==> config.mk <==
export PLATFORM = sky130hd
export DESIGN_NAME = ovf_timer16
export DESIGN_NICKNAME = d
export VERILOG_FILES = /design/src/rtl/tmr16_pkg.sv /design/src/rtl/tmr16_ctl.sv /design/src/rtl/tmr16_presc.sv /design/src/rtl/tmr16_core.sv /design/src/rtl/ovf_timer16.sv
export SDC_FILE = /design/constraint.sdc
export NUM_CORES = 1
export LEC_CHECK = 0
export BUFFER_PORTS_ARGS = -buffer_cell sky130_fd_sc_hd__buf_2
export CAP_MARGIN = 20
export CORE_ASPECT_RATIO = 1.1
export CORE_UTILIZATION = 40
export CTS_CLUSTER_DIAMETER = 150
export CTS_CLUSTER_SIZE = 25
export DETAILED_ROUTE_END_ITERATION = 6
export GPL_ROUTABILITY_DRIVEN = 0
export SETUP_SLACK_MARGIN = 0.1
export SLEW_MARGIN = 20
export SYNTH_ARGS = -nofsm -noshare
export SYNTH_HDL_FRONTEND = slang
export SYNTH_SLANG_ARGS = --single-unit
==> constraint.sdc <==
create_clock -name clk -period 2.85 [get_ports clk]
set_clock_uncertainty 0.15 [all_clocks]
set_input_delay 0.4275 -clock clk [delete_from_list [all_inputs] [get_ports clk]]
set_output_delay 0.4275 -clock clk [all_outputs]
set_load 0.02 [all_outputs]
==> src/rtl/tmr16_pkg.sv <==
package tmr16_pkg;
  localparam int CTL_W    = 16;
  localparam int SRC_LSB  = 8;
  localparam int DIV_LSB  = 6;
  localparam int MODE_LSB = 4;
  localparam int CLR_BIT  = 2;
  localparam int IE_BIT   = 1;
  localparam int FLG_BIT  = 0;
  localparam int SEL_W    = 2;

  typedef enum logic [1:0] {
    MODE_HALT = 2'b00,
    MODE_UP   = 2'b01,
    MODE_FREE = 2'b10,
    MODE_TRI  = 2'b11
  } tmr_mode_e;
endpackage

==> src/rtl/tmr16_ctl.sv <==
module tmr16_ctl
  import tmr16_pkg::*;
(
  input  logic             clk,
  input  logic             rst,
  input  logic             wr,
  input  logic [CTL_W-1:0] wdata,
  input  logic             wrap,
  output logic [SEL_W-1:0] src,
  output logic [SEL_W-1:0] div,
  output tmr_mode_e        mode,
  output logic             clr,
  output logic [CTL_W-1:0] ctl_rd,
  output logic             irq
);
  logic ie_q, flag_q, irq_q;
  logic ie_d, flag_d;

  assign clr = wr & wdata[CLR_BIT];

  always_comb begin
    ie_d   = wr ? wdata[IE_BIT] : ie_q;
    flag_d = flag_q;
    if (wr)   flag_d = wdata[FLG_BIT];
    if (wrap) flag_d = 1'b1;
  end

  always_ff @(posedge clk) begin
    if (rst) begin
      src    <= '0;
      div    <= '0;
      mode   <= MODE_HALT;
      ie_q   <= 1'b0;
      flag_q <= 1'b0;
      irq_q  <= 1'b0;
    end else begin
      if (wr) begin
        src  <= wdata[SRC_LSB +: SEL_W];
        div  <= wdata[DIV_LSB +: SEL_W];
        mode <= tmr_mode_e'(wdata[MODE_LSB +: 2]);
      end
      ie_q   <= ie_d;
      flag_q <= flag_d;
      irq_q  <= ie_d & flag_d;
    end
  end

  always_comb begin
    ctl_rd = '0;
    ctl_rd[SRC_LSB +: SEL_W]  = src;
    ctl_rd[DIV_LSB +: SEL_W]  = div;
    ctl_rd[MODE_LSB +: 2]     = mode;
    ctl_rd[IE_BIT]            = ie_q;
    ctl_rd[FLG_BIT]           = flag_q;
  end

  assign irq = irq_q;

  assert_irq_gate_R11: assert property (@(posedge clk) disable iff (rst)
    irq_q == (ie_q & flag_q));

  assert_hw_set_wins_R10: assert property (@(posedge clk) disable iff (rst)
    wrap |=> flag_q);
endmodule

==> src/rtl/tmr16_presc.sv <==
module tmr16_presc
  import tmr16_pkg::*;
#(
  parameter int NSRC = 1 << SEL_W
) (
  input  logic             clk,
  input  logic             rst,
  input  logic             clr,
  input  logic             run,
  input  logic [NSRC-1:0]  ticks,
  input  logic [SEL_W-1:0] src,
  input  logic [SEL_W-1:0] div,
  output logic             ctick
);
  localparam int MAX_SH = (1 << SEL_W) - 1;
  localparam int PW     = MAX_SH + 1;

  logic [PW-1:0] phase_q;
  logic [PW-1:0] last;
  logic          sel;

  assign sel   = ticks[src];
  assign last  = PW'((1 << div) - 1);
  assign ctick = run & sel & ~clr & (phase_q >= last);

  always_ff @(posedge clk) begin
    if (rst || clr) begin
      phase_q <= '0;
    end else if (run && sel) begin
      if (phase_q >= last) phase_q <= '0;
      else                 phase_q <= phase_q + 1'b1;
    end
  end

  assert_halt_no_tick_R4: assert property (@(posedge clk) disable iff (rst)
    !run |-> !ctick);

  assert_restart_phase_R8: assert property (@(posedge clk) disable iff (rst)
    clr |=> phase_q == '0);
endmodule

==> src/rtl/tmr16_core.sv <==
module tmr16_core
  import tmr16_pkg::*;
#(
  parameter int W = 16
) (
  input  logic         clk,
  input  logic         rst,
  input  logic         cnt_wr,
  input  logic         per_wr,
  input  logic [W-1:0] wdata,
  input  logic         clr,
  input  logic         ctick,
  input  tmr_mode_e    mode,
  output logic [W-1:0] cnt,
  output logic [W-1:0] per,
  output logic         wrap
);
  localparam logic [W-1:0] TOP = '1;

  logic [W-1:0] cnt_d;
  logic         down_q, down_d;

  always_comb begin
    cnt_d  = cnt;
    down_d = down_q;
    wrap   = 1'b0;
    if (cnt_wr) begin
      cnt_d = wdata;
    end else if (clr) begin
      cnt_d = '0;
    end else if (ctick) begin
      unique case (mode)
        MODE_UP: begin
          if (cnt >= per) begin
            cnt_d = '0;
            wrap  = 1'b1;
          end else begin
            cnt_d = cnt + 1'b1;
          end
        end
        MODE_FREE: begin
          cnt_d = cnt + 1'b1;
          wrap  = (cnt == TOP);
        end
        MODE_TRI: begin
          if (!down_q) begin
            if (cnt >= per) begin
              if (per != '0) begin
                cnt_d  = cnt - 1'b1;
                down_d = 1'b1;
              end
            end else begin
              cnt_d = cnt + 1'b1;
            end
          end else if (cnt <= W'(1)) begin
            cnt_d  = '0;
            down_d = 1'b0;
            wrap   = 1'b1;
          end else begin
            cnt_d = cnt - 1'b1;
          end
        end
        default: ;
      endcase
    end
    if (clr) down_d = 1'b0;
  end

  always_ff @(posedge clk) begin
    if (rst) begin
      cnt    <= '0;
      per    <= '0;
      down_q <= 1'b0;
    end else begin
      cnt    <= cnt_d;
      down_q <= down_d;
      if (per_wr) per <= wdata;
    end
  end

  assert_halt_hold_R4: assert property (@(posedge clk) disable iff (rst)
    (mode == MODE_HALT && !cnt_wr && !clr) |=> $stable(cnt));

  assert_up_bound_R5: assert property (@(posedge clk) disable iff (rst)
    (mode == MODE_UP && !cnt_wr && !per_wr && !clr && cnt <= per) |=> cnt <= per);

  assert_restart_zero_R8: assert property (@(posedge clk) disable iff (rst)
    (clr && !cnt_wr) |=> (cnt == '0 && !down_q));

  assert_load_R12: assert property (@(posedge clk) disable iff (rst)
    cnt_wr |=> cnt == $past(wdata));
endmodule

==> src/rtl/ovf_timer16.sv <==
module ovf_timer16
  import tmr16_pkg::*;
#(
  parameter int W = 16
) (
  input  logic         clk,
  input  logic         rst,
  input  logic         src_tick_ext,
  input  logic         src_tick_aux,
  input  logic         src_tick_sub,
  input  logic         src_tick_alt,
  input  logic         ctl_we,
  input  logic         cnt_we,
  input  logic         per_we,
  input  logic [W-1:0] wr_data,
  output logic [15:0]  ctl_q,
  output logic [W-1:0] cnt_q,
  output logic [W-1:0] per_q,
  output logic         irq
);
  localparam int NSRC = 1 << SEL_W;

  logic [SEL_W-1:0] src, div;
  tmr_mode_e        mode;
  logic             clr, ctick, wrap;
  logic [NSRC-1:0]  ticks;
  logic [CTL_W-1:0] ctl_rd;

  assign ticks = {src_tick_alt, src_tick_sub, src_tick_aux, src_tick_ext};

  tmr16_ctl u_ctl (
    .clk(clk), .rst(rst), .wr(ctl_we), .wdata(wr_data[CTL_W-1:0]),
    .wrap(wrap), .src(src), .div(div), .mode(mode), .clr(clr),
    .ctl_rd(ctl_rd), .irq(irq)
  );

  tmr16_presc #(.NSRC(NSRC)) u_presc (
    .clk(clk), .rst(rst), .clr(clr), .run(mode != MODE_HALT),
    .ticks(ticks), .src(src), .div(div), .ctick(ctick)
  );

  tmr16_core #(.W(W)) u_core (
    .clk(clk), .rst(rst), .cnt_wr(cnt_we), .per_wr(per_we),
    .wdata(wr_data), .clr(clr), .ctick(ctick), .mode(mode),
    .cnt(cnt_q), .per(per_q), .wrap(wrap)
  );

  assign ctl_q = ctl_rd;

  assert_unused_zero_R9: assert property (@(posedge clk) disable iff (rst)
    ctl_q[15:10] == '0 && ctl_q[3] == 1'b0 && ctl_q[2] == 1'b0);
endmodule

## After elaboration in Yosys (flattened, before gate mapping)

Cells that the tools add are included.

- Add/subtract/negate cells: 4
- Magnitude comparators: 4
- Equality and inequality tests: 5
- Shifts and indexed selects: 1
- Muxes and demuxes: 26
- Bitwise operators: 7
- Reductions and logical operators: 9

Operators by type and width:

| cell | number |
|---|---|
| $mux W16 | 8 |
| $pmux W16 S3 | 1 |
| $add A16 B1 Y16 const B | 1 |
| $eq A16 B16 Y1 const B | 1 |
| $ge A16 B16 Y1 | 1 |
| $le A16 B1 Y1 const B | 1 |
| $reduce_bool A16 Y1 | 1 |
| $sub A16 B1 Y16 const B | 1 |
| $mux W1 | 14 |
| $ne A6 B5 Y1 const B | 1 |
| $reduce_and A3 Y1 | 2 |
| $and A1 B1 Y1 | 5 |
| $reduce_bool A5 Y1 | 1 |
| $add A4 B1 Y4 const B | 1 |
| $eq A2 B2 Y1 const B | 2 |
| $ge A4 B4 Y1 | 1 |
| $mux W4 | 1 |
| $shl A1 B2 Y4 const A | 1 |
| $sub A4 B2 Y4 const B | 1 |
| $lt A2 B3 Y1 const B | 1 |
| $pmux W1 S3 | 1 |
| $reduce_bool A3 Y1 | 1 |
| $bmux W1 S2 | 1 |
| $eq A2 B1 Y1 const B | 1 |
| 5 further kinds | 6 |

- Register bits: 46
- Input bits: 25
- Output and inout bits: 49
- Word-level logic and storage cells: 66

## Longest topological paths before layout

- Depth in word-level cells: 10
- Depth in mapped cells: 11
- Mapped depth without buffers: 9

## By module

From an unflattened synthesis, not the netlist that was laid out.

- Cell total of the unflattened synthesis: 454
- Area, all modules: 3,772.4 µm²

Modules (own cells, without submodules):

| module | instances | cells each | area an instance (µm²) | sequential area each (µm²) |
|---|---|---|---|---|
| tmr16_core | 1 | 364 | 2,944.1 | 660.6 |
| tmr16_ctl | 1 | 47 | 454.2 | 180.2 |
| tmr16_presc | 1 | 42 | 367.9 | 80.1 |
| ovf_timer16 | 1 | 1 | 6.3 | 0.0 |

## Worst setup path before layout

No wires, ideal clock.

- Kind: register to register
- Start point: register u_core.cnt[0]
- End point: register u_core.cnt[9]
- Library setup time: 129 ps
- Arrival time: 2,644 ps
- Required time: 2,571 ps
- Path slack: -73 ps
- Stages on the path, launching flop included: 11
- Buffers on the path: 1
- Period minus slack after synthesis: 2,923 ps
- Cell sequence: dfxtp_1 inv_1 ha_1 and3_1 o21ai_0 a311o_1 a41o_1 buf_2 or4_1 o211ai_1 o211ai_1

- Word-level cells in the longest chain between the ends: 8
- Elaborated cells on any way between the ends: 15
- Those cells by class: 2 x add/sub; 2 x order compare; 1 x eq/ne; 9 x mux; 1 x reduce/logical

Ends and longest elaborated chain:

| element | line | source |
|---|---|---|
| start, declared | tmr16_core.sv:14 | `output logic [W-1:0] cnt,` |
| start signal, assigned | tmr16_core.sv:75 | `cnt <= cnt_d;` |
| $sub A16 B1 Y16 | tmr16_core.sv:49, tmr16_core.sv:60 |  |
| $mux W16 | tmr16_core.sv:48 | `if (per != '0) begin` |
| $mux W16 | tmr16_core.sv:47 | `if (cnt >= per) begin` |
| $mux W16 | tmr16_core.sv:46 | `if (!down_q) begin` |
| $pmux W16 S3 | tmr16_core.sv:32 | `unique case (mode)` |
| $mux W16 | tmr16_core.sv:31 | `end else if (ctick) begin` |
| $mux W16 | tmr16_core.sv:29 | `end else if (clr) begin` |
| $mux W16 | tmr16_core.sv:27 | `if (cnt_wr) begin` |

Several ways; a longest one is shown, not always the timed one. The select of a mux whose other input is x is not followed.
A chain may end at the register's enable or synchronous reset.

## Worst setup path in the final report

- Start point: register u_core.per[15]
- End point: register u_core.cnt[8]

- Word-level cells in the longest chain between the ends: 7
- Elaborated cells on any way between the ends: 11
- Those cells by class: 1 x order compare; 1 x eq/ne; 7 x mux; 2 x reduce/logical

Ends and longest elaborated chain:

| element | line | source |
|---|---|---|
| start, declared | tmr16_core.sv:15 | `output logic [W-1:0] per,` |
| start signal, assigned | tmr16_core.sv:77 | `if (per_wr) per <= wdata;` |
| $ge A16 B16 Y1 | tmr16_core.sv:34, tmr16_core.sv:47 |  |
| $mux W16 | tmr16_core.sv:47 |  |
| $mux W16 | tmr16_core.sv:46 |  |
| $pmux W16 S3 | tmr16_core.sv:32 |  |
| $mux W16 | tmr16_core.sv:31 |  |
| $mux W16 | tmr16_core.sv:29 |  |
| $mux W16 | tmr16_core.sv:27 |  |

Several ways; a longest one is shown, not always the timed one. The select of a mux whose other input is x is not followed.

==> flow_summary_export.csv <==
group,metric,value,unit
job,cap_violations,0,
worst_setup_path,required,2.93,ns
global_routing,grt_usage,0.2720,
yosys,yosysTopAreaCell,"dfxtp_1",
yosys,synth_area_leaders,"dfxtp_1 (27%), ha_1 (8.5%), mux2i_1 (8.3%)",
route,routed_wl,12460,um
clocking,clk_pin_slew,0.10,ns
yosys,synth_top_area_frac,0.2729,
worst_hold_path,min_path_cells,3,
global_routing,grt_pass1_vias,3499,
global_routing,grt_antenna_before_repair,0,
floorplanning,die_width,89.58,um
final_layout,fillers,721,
route,vias,3835,
final_layout,num_antenna_cells,0,
clocking,clk_latency,0.31,ns
worst_hold_path,holdPathEnd,"u_core.per[12]",
pwr,p_leak,2.061,nW
final_layout,final_cells,644,
worst_setup_path,r2r.worst_path.cells,11,
sta,slew_headroom,0.5451,
pwr,seq_power_share,0.355,
sta,min_period,2.798,ns
clocking,postCtsHoldBufs,0,
worst_setup_path,cp_cell_sequence,"inv_1 -> ha_4 -> and4_1 -> nand4_1 -> a311o_1 -> buf_4 -> a41oi_4 -> clkbuf_16 -> o21a_1 -> o21ai_0 -> a211oi_1",
worst_setup_path,path_class,"reg2reg",
sta,tightestPinTransition,0.6823,ns
placed_design,place_ws,0.001082,ns
worst_setup_path,cp-end-kind,"flop",
worst_setup_path,rrSetupSlack,0.05,ns
clocking,clockBufferDepth,2,
yosys,synth_async_sr_flop_share,0,
sta,fin_ws,0.05176,ns
sta,finalHoldViolCount,0,
clocking,tritoncts,"yes",
pwr,p_sw,0.7498,mW
clocking,clockRootBuffer,"clkbuf_8",
pwr,p_total,2.038,mW
placed_design,port_buffers,65,
clocking,cts_buffers,5,
route,vias_per_cell,5.955,
sta,fmax,357.4,MHz
floorplanning,die-area,8808,um^2
route,remaining_drc_errors,0,
yosys,synth_warnings,0,
floorplanning,core_area,8040,um^2
route,first_pass_iters,5,
sta,period_share,0.9818,
worst_setup_path,critPathSlowestCell,"a311o_1",
global_routing,grt_pass1_wl,18240,um
yosys,synth_edf_count,0,
placed_design,dpl.hpwl,8797,um
final_layout,stdcell_area,4681,um^2
floorplanning,io_pins,74,
pwr,power.internal,1.288,mW
sta,setup_viol_count_final,0,
worst_setup_path,r2r-start,"u_core.per[15]",
yosys,synth-main-ff-cell,"dfxtp_1",
pwr,power_density,435.5,nW/um^2
yosys,netlist_area,3374,um^2
sta,rsz0062_at_grt,"yes",
worst_setup_path,r2r_end,"u_core.cnt[8]",
route,drt_iter0_markers,294,
worst_setup_path,worst_setup_path_start_kind,"flop",
final_layout,layout.nets,583,
worst_setup_path,worstPathArrival,2.87,ns
worst_setup_path,crit_fanout,5,
route,ant_nets,0,
pwr,ir_worst_vdd,273.5,uV
route,wl_per_cell,19.35,um
worst_setup_path,path_delay_family,"compound AO/OA/AOI/OAI gates",
placed_design,placed_cell_area,4150,um^2
yosys,ys_top_cells_by_count,"dfxtp_1 (46), nor2_1 (46), mux2i_1 (28), inv_1 (27), nand2_1 (25)",
clocking,h-tree-depth,2,
yosys,ys_seq_elements,46,
worst_setup_path,critPathBufInv,3,
yosys,synth_area_per_cell,8.131,um^2
worst_setup_path,critPathMaxStageDelay,0.36,ns
sta,fin_tns_setup,0,ns
yosys,synth_cells,415,
final_layout,area_delta_synth_final,38.71,%
floorplanning,initial_core_util,0.4197,
floorplanning,rows,34,
final_layout,drive_above_1_share,0.3862,
global_routing,globalRoute.totalOverflow,0,
final_layout,seq_area,935.9,um^2
worst_hold_path,min_from,"wr_data[12]",
sta,drv_slew,0,
worst_hold_path,hold_class,"in2reg",
floorplanning,die_h,98.33,um
pwr,clkPwrFrac,0.258,
placed_design,post-place-cells,621,
pwr,netSwitchingFraction,0.3679,
final_layout,multi_input_area,2450,um^2
yosys,ys_seq_area_frac,0.2729,
final_layout,postLayoutCoreUtil,0.5822,
status,status,"complete, no violations",
sta,whs,0.2131,ns
global_routing,grt_start_max_net_pins,37,
clocking,numClockSinks,46,
yosys,synth_cell_types,68,
pwr,combinationalPowerShare,0.387,
==> worst max path at each step <==
| stage | endpoint | startpoint | slack [ns] | cells past startpoint |
|---|---|---|---|---|
| after floorplan | u_core.cnt[9] | u_core.cnt[0] | 0.08 | 10 |
| after global placement | u_core.cnt[9] | u_core.per[2] | 0.05 | 10 |
| after detailed placement | u_core.cnt[9] | u_core.per[1] | 0.001 | 10 |
| after CTS | u_core.cnt[8] | u_core.per[14] | 0.08 | 9 |
| after global routing | u_core.cnt[8] | u_core.per[12] | -0.08 | 11 |
| final | u_core.cnt[8] | u_core.per[15] | 0.05 | 11 |
==> cells by family after synthesis <==
group           count (synthesis)  share of synthesized area
simple gates                  150                     0.2295
compound gates                 97                     0.2136
buf+inv                        61                    0.08639
flops                          46                     0.2729
mux                            30                    0.09307
fa+ha+maj                      23                    0.08528
xor+xnor                        7                    0.01817
other cells                     1                   0.001111
==> cell type report <==
class                      instances  share of cell area
clock inverter                     2            0.008019
multi-input combinational        315              0.5234
tap                              108             0.02887
timing repair buffer             140              0.2026
inverter                          27             0.02165
clock buffer                       6             0.01550
sequential                        46              0.1999
==> repair_timing <==
| action | CTS | global route |
|---|---|---|
| buffers inserted | 3 | 8 |
| resized for setup | 9 | 45 |
| gates cloned | 0 | 4 |
| pin swaps | 4 | 20 |
| setup endpoints to repair | 13 | 18 |
==> state kept, by name (all words and copies together) (netlist names) <==
name	flops
u_core.cnt	16
u_core.per	16
u_presc.phase_q	4
u_ctl.div	2
u_ctl.mode	2
u_ctl.src	2
u_core.down_q	1
u_ctl.flag_q	1
u_ctl.ie_q	1
u_ctl.irq	1
==> power by group through the flow <==
stage / sequential, mW / clock, mW / combinational (mW)
6_report: 0.724 / 0.525 / 0.789
5_1_grt: 0.728 / 0.552 / 0.847
4_1_cts: 0.718 / 0.529 / 0.696
3_5_place_dp: 0.733 / 0 / 0.679
3_3_place_gp: 0.732 / 0 / 0.673
2_1_floorplan: 0.785 / 0 / 0.366
==> worst register-to-register path: cells and delay by family (launching register included) <==
kind            cells  cell delay [ns]
compound gates      5             1.16
fa+ha+maj           1             0.27
buf+inv             3             0.46
flops               1             0.34
simple gates        2             0.33
==> cells in the final DEF (no fill, tap or decap), types with 10 or more instances in the layout <==
cell type,count
a21oi_1,12
and3_1,10
buf_2,66
buf_4,66
dfxtp_1,34
dfxtp_2,12
ha_1,18
inv_1,24
mux2i_1,28
nand2_1,25
nand3_1,18
nor2_1,45
==> metal layers <==
metal	GRT usage	vias to the layer above	share of wire	routed length, um
li1	-	1760	-	-
met3	0.04818	39	0.078	968
met5	0	-	0	0
met1	0.3479	1837	0.40	4995
met4	0.09768	0	0.034	428
met2	0.4505	199	0.49	6070
Power figures use the tool's default switching activity.
